==> config.mk <==
export PLATFORM = sky130hd
export DESIGN_NAME = fram_cmd_ctrl
export DESIGN_NICKNAME = d
export VERILOG_FILES = /design/src/rtl/fram_pkg.sv /design/src/rtl/fram_cmd_ctrl.sv
export SDC_FILE = /design/constraint.sdc
export NUM_CORES = 1
export LEC_CHECK = 0
export BUFFER_PORTS_ARGS = -buffer_cell sky130_fd_sc_hd__buf_2
export CAP_MARGIN = 30
export CORE_ASPECT_RATIO = 0.75
export CORE_MARGIN = 2
export CORE_UTILIZATION = 56
export DETAILED_ROUTE_END_ITERATION = 10
export PLACE_DENSITY = 0.8
export SETUP_SLACK_MARGIN = 0.1
export SYNTH_ARGS = -nofsm -noshare
export SYNTH_HDL_FRONTEND = slang
export SYNTH_SLANG_ARGS = --single-unit
==> constraint.sdc <==
create_clock -name clk -period 2.7 [get_ports clk]
set_input_delay 0.135 -clock clk [delete_from_list [all_inputs] [get_ports clk]]
set_output_delay 0.135 -clock clk [all_outputs]
set_load 0.05 [all_outputs]
==> src/rtl/fram_pkg.sv <==
package fram_pkg;
  localparam logic [7:0] OP_WEL_SET = 8'h06;
  localparam logic [7:0] OP_WEL_CLR = 8'h04;
  localparam logic [7:0] OP_STAT_RD = 8'h05;
  localparam logic [7:0] OP_STAT_WR = 8'h01;
  localparam logic [7:0] OP_MEM_RD  = 8'h03;
  localparam logic [7:0] OP_MEM_WR  = 8'h02;

  typedef enum logic [2:0] {PH_OPC, PH_AHI, PH_ALO, PH_DATA, PH_SKIP} phase_t;
  typedef enum logic [2:0] {K_NONE, K_SRD, K_SWR, K_MRD, K_MWR} kind_t;
endpackage

==> src/rtl/fram_cmd_ctrl.sv <==
module fram_cmd_ctrl
  import fram_pkg::*;
#(
  parameter int ADDR_W   = 15,
  parameter int STORE_AW = 11
) (
  input  logic                clk,
  input  logic                rst_n,
  input  logic                sclk_rise,
  input  logic                sclk_fall,
  input  logic                cs_idle,
  input  logic                cs_rise,
  input  logic                mosi_s,
  output logic                miso,
  output logic                mem_we,
  output logic [STORE_AW-1:0] mem_waddr,
  output logic [7:0]          mem_wdata,
  output logic [STORE_AW-1:0] mem_raddr,
  input  logic [7:0]          mem_rdata
);
  localparam int HI_W = ADDR_W - 8;

  logic [2:0]        bitcnt;
  logic [6:0]        shin;
  phase_t            phase;
  kind_t             kind;
  logic [ADDR_W-1:0] addr;
  logic              wel;
  logic [5:0]        sr_hi;
  logic [7:0]        txsh;
  logic              miso_q;

  logic              byte_done;
  logic [7:0]        rx_byte;
  logic [7:0]        status_byte;
  logic [ADDR_W-1:0] addr_inc, addr_load, raddr_full;

  assign byte_done   = sclk_rise && !cs_idle && (bitcnt == 3'd7);
  assign rx_byte     = {shin, mosi_s};
  assign status_byte = {sr_hi, wel, 1'b0};
  assign addr_inc    = addr + 1'b1;
  assign addr_load   = {addr[ADDR_W-1:8], rx_byte};
  assign raddr_full  = (phase == PH_ALO) ? addr_load : addr_inc;

  assign mem_we    = byte_done && (phase == PH_DATA) && (kind == K_MWR) && wel;
  assign mem_waddr = addr[STORE_AW-1:0];
  assign mem_wdata = rx_byte;
  assign mem_raddr = raddr_full[STORE_AW-1:0];
  assign miso      = miso_q;

  always_ff @(posedge clk or negedge rst_n) begin
    if (!rst_n) begin
      bitcnt <= '0;
      shin   <= '0;
      phase  <= PH_OPC;
      kind   <= K_NONE;
      addr   <= '0;
      wel    <= 1'b0;
      sr_hi  <= '0;
      txsh   <= '0;
      miso_q <= 1'b0;
    end else if (cs_idle) begin
      bitcnt <= '0;
      phase  <= PH_OPC;
      kind   <= K_NONE;
      txsh   <= '0;
      miso_q <= 1'b0;
      if (cs_rise && (kind == K_MWR || kind == K_SWR)) wel <= 1'b0;
    end else begin
      if (sclk_fall) begin
        miso_q <= txsh[7];
        txsh   <= {txsh[6:0], 1'b0};
      end
      if (sclk_rise) begin
        shin   <= {shin[5:0], mosi_s};
        bitcnt <= bitcnt + 3'd1;
      end
      if (byte_done) begin
        unique case (phase)
          PH_OPC: begin
            unique case (rx_byte)
              OP_WEL_SET: begin wel <= 1'b1; phase <= PH_SKIP; end
              OP_WEL_CLR: begin wel <= 1'b0; phase <= PH_SKIP; end
              OP_STAT_RD: begin kind <= K_SRD; phase <= PH_DATA; txsh <= status_byte; end
              OP_STAT_WR: begin kind <= K_SWR; phase <= PH_DATA; end
              OP_MEM_RD:  begin kind <= K_MRD; phase <= PH_AHI; end
              OP_MEM_WR:  begin kind <= K_MWR; phase <= PH_AHI; end
              default:    phase <= PH_SKIP;
            endcase
          end
          PH_AHI: begin
            addr[ADDR_W-1:8] <= rx_byte[HI_W-1:0];
            phase            <= PH_ALO;
          end
          PH_ALO: begin
            addr  <= addr_load;
            phase <= PH_DATA;
            if (kind == K_MRD) txsh <= mem_rdata;
          end
          PH_DATA: begin
            unique case (kind)
              K_SRD: txsh <= status_byte;
              K_SWR: if (wel) sr_hi <= rx_byte[7:2];
              K_MRD: begin addr <= addr_inc; txsh <= mem_rdata; end
              K_MWR: addr <= addr_inc;
              default: ;
            endcase
          end
          default: ;
        endcase
      end
    end
  end


  miso_hold_chk: assert property (@(posedge clk) disable iff (!rst_n)
    (!sclk_fall && !cs_idle) |=> $stable(miso_q));


  wel_set_chk: assert property (@(posedge clk) disable iff (!rst_n)
    (byte_done && phase == PH_OPC && rx_byte == OP_WEL_SET) |=> wel);


  wel_drop_chk: assert property (@(posedge clk) disable iff (!rst_n)
    (cs_rise && (kind == K_MWR || kind == K_SWR)) |=> !wel);


  sr_guard_chk: assert property (@(posedge clk) disable iff (!rst_n)
    !wel |=> $stable(sr_hi));


  skip_hold_chk: assert property (@(posedge clk) disable iff (!rst_n)
    (phase == PH_SKIP && !cs_idle) |=> (phase == PH_SKIP));
endmodule

=== After elaboration in Yosys (flattened, before gate mapping) ===
Cells that the tools add are included.

* Register bits: 47
* Memory bits (read-only): 0
* Word-level logic and storage cells: 85
* Output and inout port bits: 32
* RAM bits: 0
* Input bits: 15
* Memories kept: 0
* Bits in latches: 0

* Shifts and indexed selects: 0
* Reductions and logical operators: 28
* $lt $le $gt $ge: 0
* Multiply operators: 0
* Mux-type cells: 28
* Bitwise logic cells: 1
* Div/mod/pow operators: 0
* Add/sub/neg operators: 2
* Equality and inequality tests: 16

{| class="wikitable"
|+ Operators with widths
! kind !! number
|-
| $mux W8 || 5
|-
| $pmux W8 S2 || 2
|-
| $eq A8 B3 Y1 const B || 3
|-
| $pmux W8 S3 || 1
|-
| $mux W3 || 7
|-
| $eq A8 B2 Y1 const B || 2
|-
| $add A15 B1 Y15 const B || 1
|-
| $mux W15 || 1
|-
| $pmux W7 S2 || 1
|-
| $eq A3 B2 Y1 const B || 4
|-
| $pmux W3 S4 || 1
|-
| $reduce_and A4 Y1 || 3
|-
| $reduce_bool A2 Y1 || 6
|-
| $mux W11 || 1
|-
| $pmux W3 S3 || 1
|-
| $eq A8 B1 Y1 const B || 1
|-
| $eq A3 B1 Y1 const B || 2
|-
| $eq A3 B3 Y1 const B || 2
|-
| $logic_and A1 B1 Y1 || 6
|-
| $mux W1 || 6
|-
| $pmux W3 S2 || 1
|-
| $reduce_or A2 Y1 || 3
|-
| $reduce_and A5 Y1 || 1
|-
| $reduce_bool A5 Y1 || 1
|-
| 12 further kinds || 13
|}

=== Longest topological paths before layout ===
Gate-level depths: netlist (run 1).

* Depth after elaboration: 6
* Mapped depth: 7
* Depth with buffers taken out: 6

=== Worst setup path before layout (run 1) ===
OpenSTA, ideal clock, no wires.

* Kind: register -> output
* Start: reg addr[0]
* End: out mem_raddr[6]
* Arrival: 2768 ps
* Required time: 2565 ps
* Slack: -203 ps
* Stages on the path, launching flop included: 7
* Path buffers: 1
* Cell sequence: dfrtp_1 -> ha_1 -> and3_1 -> clkbuf_1 -> nand3_1 -> xor2_1 -> o21ai_0

* Word-level cells in the longest chain between the ends: 2

{| class="wikitable"
|+ RTL lines
! what !! line !! text
|-
| start: declaration || fram_cmd_ctrl.sv:27 || <nowiki>logic [ADDR_W-1:0] addr;</nowiki>
|-
| start signal: indexed assignment || fram_cmd_ctrl.sv:92 || <nowiki>addr[ADDR_W-1:8] <= rx_byte[HI_W-1:0];</nowiki>
|-
| start signal: assignment || fram_cmd_ctrl.sv:96 || <nowiki>addr <= addr_load;</nowiki>
|-
| start signal: assignment || fram_cmd_ctrl.sv:104 || <nowiki>K_MRD: begin addr <= addr_inc; txsh <= mem_rdata; end</nowiki>
|-
| $add A15 B1 Y15 || fram_cmd_ctrl.sv:41 || <nowiki>assign addr_inc = addr + 1'b1;</nowiki>
|-
| $mux W11 || fram_cmd_ctrl.sv:43 || <nowiki>assign raddr_full = (phase == PH_ALO) ? addr_load : addr_inc;</nowiki>
|-
| end: declaration || fram_cmd_ctrl.sv:18 || <nowiki>output logic [STORE_AW-1:0] mem_raddr,</nowiki>
|}

Every way passes these cells.

=== Final worst setup path (run 1) ===
* Start: reg addr[0]
* End: out mem_raddr[10]

The elaborated chain is that of the path after synthesis.

==> out/metrics.cfg, run 1 <==
[status]
status = completed

[clocking]
clock-sinks = 43
cts_buffer_depth = 2
path_clk_slew_ns = 0.08
htree_num_levels = 2
cts_buffers = 5
cts_tree = yes
cts_root_buf = clkbuf_8
clock_latency_ns = 0.30
cts_setup_buffers = 0

[layout]
final_nets = 340
area_growth_pct = 14.0
final_util_pct = 67.0
n_antenna_cell = 0
final_cells = 380
drive_gt1_share_pct = 26.3
design_area_sq_um = 3030

[sta]
fin_setup_tns_ns = 0
relSlewSlack_pct = 56.7
setup_viol = 0
finClkSkew_ns = 0.00781
hold_slack_ns = 0.0422
fmax_mhz = 436
hold_viol = 0
rsz0062_at_grt = no
fin_crit_sh_pct = 84.9
min_period_ns = 2.29
finalMaxSlewViolations = 0
worst_pin_slew_ns = 0.643
layout_setup_ws_ns = 0.408

[worst_hold_path]
hold_path.class = input port to flip-flop

[worst_setup_path]
worst_setup_path_start_kind = flip-flop
required_ns = 2.57
timing.rr.end = txsh[3]
r2r_start = shin[0]
reg2reg_setup_slack_ns = 0.45
critPathLaunch = addr[0]
cp_max_fo = 7
path_class = flip-flop to output pin
cp.arrival_ns = 2.16
cp-end-kind = output pin
reg2regPathDepth = 4
endpoint = mem_raddr[10]

[job]
max_cap_viol_count = 0

[global_routing]
grt_usage_pct = 25.4
antenna_found_initial = 0
grt_pass1_vias = 2110
grt_max_degree = 44
grt_pass1_wl_um = 10800
gr-total-overflow = 0

[place]
io_buffers = 46
place_inst = 369
dp_worst_setup_slack_ns = 0.552
post_dp_cell_area_sq_um = 2910
gp_congestion = 0.926
hpwl_um = 4500

[synth]
avgSynthCellArea_sq_um = 9.41
syn-cell-area_sq_um = 2650
syn_inst = 282
synth-seq-cells = 43
async_reset_ff_share_pct = 100
yosys_warnings = 0
synth_nets = 300
ys_types = 57
seq_area_frac_synth_pct = 40.5
synth_ff_type = dfrtp_1
synth-edff-count = 0

[floorplan]
dieArea_sq_um = 5310
ios = 47
rows = 21
dieHeight_um = 63.6
core_area_sq_um = 4520
die_w_um = 83.5
initial_utilization_pct = 58.7

[drt]
ant_nets = 0
wl_per_cell_um = 17.2
drc = 0
vias_per_cell = 6.35
drtIter0Drc = 288
firstDrtPassIters = 5
vias = 2414
wl_um = 6530

[pwr]
power_mw = 1.58
ir_drop_mv = 0.632
power_density_nw_per_um2 = 523
cellLeakagePower_nw = 1.41

==> critical path, cell delays in order (launching register included) <==
cell and delay, ns:
dfrtp_1 0.47, ha_1 0.26, and3_1 0.33, nand4_1 0.22
nor2_1 0.16, xor2_1 0.14, buf_2 0.27
==> state kept, by name (all words and copies together) (netlist names) <==
register  flops
addr         11
miso          1
phase         3
wel           1
sr_hi         6
shin          7
bitcnt        3
kind          3
txsh          8
==> worst min-delay path by stage <==
stage / slack [ns] / depth (start not counted) / start / endpoint
after floorplan: -0.16 / 0 / rst_n / addr[0]
after global placement: 0.33 / 1 / rst_n / addr[7]
after detailed placement: 0.33 / 1 / rst_n / addr[7]
after CTS: 0.004 / 1 / rst_n / addr[7]
after global routing: 0.05 / 3 / mem_rdata[2] / txsh[2]
final: 0.04 / 3 / mem_rdata[2] / txsh[2]
==> per-layer routing <==
layer / global-route usage, % / share of wire, %
met3: 4.98 / 8.0
met4: 6.65 / 1.9
met1: 39.6 / 46
met5: 0 / 0
met2: 35.9 / 44
==> kinds of logic after synthesis <==
family	count (synthesis)	synth area share [%]
AO/OA/AOI/OAI	73	18.0
flip-flops	43	40.5
multiplexers	27	10.9
AND/OR/NAND/NOR	92	20.4
adder cells (fa/ha/maj)	3	1.41
buffers and inverters	33	5.09
XOR/XNOR	11	3.63
==> Yosys cell counts, types with 4 or more instances <==
| cell type | instances | area (sq um) |
|---|---|---|
| a21oi_1 | 15 | 75.1 |
| a2bb2oi_1 | 4 | 35.0 |
| buf_2 | 5 | 25.0 |
| clkbuf_1 | 15 | 56.3 |
| dfrtp_1 | 43 | 1080 |
| inv_1 | 11 | 41.3 |
| mux2_2 | 16 | 180 |
| mux2i_1 | 11 | 110 |
| nand2_1 | 27 | 101 |
| nand2b_1 | 6 | 37.5 |
| nand3_1 | 5 | 25.0 |
| nand3b_1 | 4 | 30.0 |
| nand4_1 | 5 | 31.3 |
| nor2_1 | 14 | 52.6 |
| nor3_1 | 5 | 25.0 |
| o21ai_0 | 22 | 110 |
| o221ai_1 | 5 | 43.8 |
| o22a_1 | 6 | 52.6 |
| o22ai_1 | 4 | 25.0 |
| xor2_1 | 8 | 70.1 |
==> what timing repair did <==
item	4_1_cts	5_1_grt
gates resized for setup	0	0
hold endpoints to repair	0	43
hold buffers	0	1
==> where the power goes <==
group	switching [mW]	internal, mW	total, mW	leakage (nW)
combinational	0.260	0.134	0.394	0.789
clock	0.226	0.181	0.407	0.0412
sequential	0.0948	0.685	0.780	0.580
total	0.581	1.00	1.58	1.41
==> cell usage in the layout, fill, tap and decap left out, drive strengths merged, types with 6 or more instances in the layout <==
cell and count:
inv 11, o21ai 24, clkbuf 7, mux2i 11
a21oi 15, mux2 16, buf 53, nand2 27
dfrtp 43, xor2 8, nand2b 6, nor2 14
o22a 6
==> cell type report <==
cell class              count  area [sq um]
fillers                   382          1490
multi-input cells         206          1440
flip-flops and latches     43          1080
repair buffers             55           310
clock buffers               6          72.6
well taps                  57          71.3
inverters                  11          41.3
clock inverters             2          12.5
(Power assumes the default switching activity.)
==> run 2, diff against run 1 <==
--- a/config.mk
+++ b/config.mk
@@ -5,11 +5,12 @@
 export SDC_FILE = /design/constraint.sdc
 export NUM_CORES = 1
 export LEC_CHECK = 0
+export ABC_AREA = 1
 export BUFFER_PORTS_ARGS = -buffer_cell sky130_fd_sc_hd__buf_2
 export CAP_MARGIN = 30
 export CORE_ASPECT_RATIO = 0.75
 export CORE_MARGIN = 2
-export CORE_UTILIZATION = 56
+export CORE_UTILIZATION = 57
 export DETAILED_ROUTE_END_ITERATION = 10
 export PLACE_DENSITY = 0.8
 export SETUP_SLACK_MARGIN = 0.1
==> constraint.sdc (replaced) <==
create_clock -name clk -period 2.3 [get_ports clk]
set_input_delay 0.115 -clock clk [delete_from_list [all_inputs] [get_ports clk]]
set_output_delay 0.115 -clock clk [all_outputs]
set_load 0.05 [all_outputs]
==> run 2 against run 1 <==
Effect of this change:
- routed wire length grew 15%
- worst setup slack got worse by 0.13 ns
- largest power group unchanged
- power increased by 3.8%
- critical path type unchanged
- the flow now finishes with violations (design-rule violations)
- sequential cell count stayed put
- global-route usage is 2.6 points higher
- synthesized area up 8.0%
- sequential share of layout area fell by 2.4 points
- largest cell class unchanged
- via count up 24%
==> out/metrics.cfg, run 2 <==
[status]
status = finished with violations
violations = design-rule violations

[sta]
fin_crit_sh_pct = 87.8
worst_pin_slew_ns = 0.474
setup_viol = 0
finalMaxSlewViolations = 0
finClkSkew_ns = 0.0101
fmax_mhz = 495
relSlewSlack_pct = 68.3
min_period_ns = 2.02
fin_setup_tns_ns = 0
hold_viol = 0
rsz0062_at_grt = no

[floorplan]
initial_utilization_pct = 58.8
dieHeight_um = 65.4
core_area_sq_um = 4870
ios = 47
die_w_um = 85.9
rows = 22
dieArea_sq_um = 5620

[place]
io_buffers = 46
post_dp_cell_area_sq_um = 3130
gp_congestion = 0.920
hpwl_um = 5700

[clocking]
cts_buffer_depth = 2
htree_num_levels = 2
clock_latency_ns = 0.30
cts_root_buf = clkbuf_8
clock-sinks = 43
path_clk_slew_ns = 0.08
cts_buffers = 5
cts_setup_buffers = 0
cts_tree = yes

[drt]
vias = 2988
drc = 2
firstDrtPassIters = 10
ant_nets = 0
drtIter0Drc = 312
wl_um = 7530
vias_per_cell = 5.65
wl_per_cell_um = 14.2

[synth]
synth_commonest_cells = 137 x nand2_1, 48 x nor2_1, 43 x dfrtp_1
syn_inst = 420
synth-seq-cells = 43
synth_ff_type = dfrtp_1
synth_area_leader_cell = dfrtp_1
seq_area_frac_synth_pct = 37.6
avgSynthCellArea_sq_um = 6.82
ys_types = 32
synth_top_area_share_pct = 37.6
yosys_warnings = 0
ys_top_cells_by_area = dfrtp_1 38%, nand2_1 18%, o21ai_0 7.3%
synth-edff-count = 0
synth_nets = 438
post-synth-top-count-cell = nand2_1
syn-cell-area_sq_um = 2870
async_reset_ff_share_pct = 100

[worst_setup_path]
cp-end-kind = output pin
cp_max_fo = 7
path_class = flip-flop to output pin
reg2regPathDepth = 9
reg2reg_setup_slack_ns = 0.59
r2r_start = phase[1]
cp.arrival_ns = 1.90
timing.rr.end = txsh[6]
required_ns = 2.18
worst_setup_path_start_kind = flip-flop

[layout]
top_register = addr
area_growth_pct = 13.6
layout_commonest_cell = nand2_1
n_antenna_cell = 0
final_nets = 486
largest_register_ffs = 11
fill_cells = 442
drive_gt1_share_pct = 19.4
largestRegisters = addr: 11 flops, txsh: 8 flops, shin: 7 flops
design_area_sq_um = 3250
most-common-layout-cells = 137 x nand2_1, 47 x nor2_1, 44 x buf_2, 42 x dfrtp_1, 39 x o21ai_0

[worst_hold_path]
hold_path.class = input port to flip-flop
min_to = bitcnt[2]
worstHoldStart = sclk_rise
holdPathStages = 3

[global_routing]
grt_usage_pct = 28.0
use_met1_pct = 41.5
busiest_layer = met2
grt_pass1_vias = 2691
grt_pass1_wl_um = 12400
met2_usage_pct = 42.7
antenna_found_initial = 0
grt_max_degree = 44
gr-total-overflow = 0
use_met3_pct = 5.15

[job]
max_cap_viol_count = 0

[pwr]
cellLeakagePower_nw = 1.61
power_density_nw_per_um2 = 505
ir_drop_mv = 0.324

-- run 2: cell count changes in the layout (fill, tap and decap cells not counted), moves of 11 or more --
cell | previous run | this run
o21ai_0 | 19 | 39
nand3_1 | 5 | 35
mux2_2 | 16 | 0
nor2_1 | 14 | 47
inv_1 | 11 | 33
nand2_1 | 27 | 137
mux2i_1 | 11 | 0
-- run 2: layout make-up --
type	count	area, sq um	area share, %
Tap cell	60	75.1	2.31
Sequential cell	43	1080	33.1
Timing Repair Buffer	51	288	8.84
Clock inverter	3	15.0	0.461
Multi-Input combinational cell	325	1570	48.2
Clock buffer	5	68.8	2.11
Inverter	42	163	5.00
-- run 2: metal layers --
layer	up-vias	routed length [um]
met4	0	72
met3	8	542
met2	129	3320
met1	1395	3590
met5	-	0
li1	1456	-
-- run 2: logic make-up (layout without fill, tap and decap cells) --
group	after synthesis	after routing	share of synthesized area (%)
flip-flops	43	43	37.6
AO/OA/AOI/OAI	75	75	15.1
XOR/XNOR	4	4	1.22
AND/OR/NAND/NOR	243	243	36.9
adder cells (fa/ha/maj)	3	3	1.31
buffers and inverters	52	101	7.95
-- run 2: power by group --
part	total [mW]	internal, mW	switching (mW)
Combinational	0.339	0.0778	0.261
Sequential	0.823	0.786	0.0369
Clock	0.480	0.208	0.272
-- run 2: worst max-delay path by stage --
stage            start  cells after the start            end  slack, ns
2_1_floorplan  addr[0]                      4   mem_raddr[3]       0.10
3_3_place_gp   addr[0]                      8  mem_raddr[10]       0.55
3_5_place_dp   addr[0]                      8  mem_raddr[10]       0.49
4_1_cts        addr[0]                      8  mem_raddr[10]       0.15
5_1_grt        addr[1]                      8   mem_raddr[8]       0.11
6_report       addr[0]                      8   mem_raddr[8]       0.28
-- run 2: critical path, cell delays in order (launching register included) --
cell	delay [ns]
dfrtp_2	0.45
ha_1	0.23
nand3_1	0.13
nor2_2	0.06
nand2_1	0.12
xor2_1	0.20
nand2_1	0.08
o21ai_0	0.10
buf_4	0.24
-- run 2: repair_timing --
| action | in CTS | in global routing |
|---|---|---|
| hold buffers | 1 | 0 |
| resized for setup | 0 | 6 |
| endpoints found under the hold margin | 7 | 0 |
| endpoints found under the setup margin | 0 | 2 |
-- run 2: through the flow --
step / setup WS (ns) / utilization [%] / std cells / power, mW / hold slack [ns]
CTS: 0.152 / 66.2 / 528 / 1.64 / 0.107
detailed placement: 0.486 / 64.3 / 519 / 1.17 / 0.323
global placement: 0.551 / 64.3 / 519 / 1.16 / 0.312
floorplan: 0.101 / - / 420 / 1.06 / -0.181
finish: 0.281 / 66.8 / 529 / 1.64 / 0.111
global route: 0.105 / 66.8 / 529 / 1.72 / 0.124
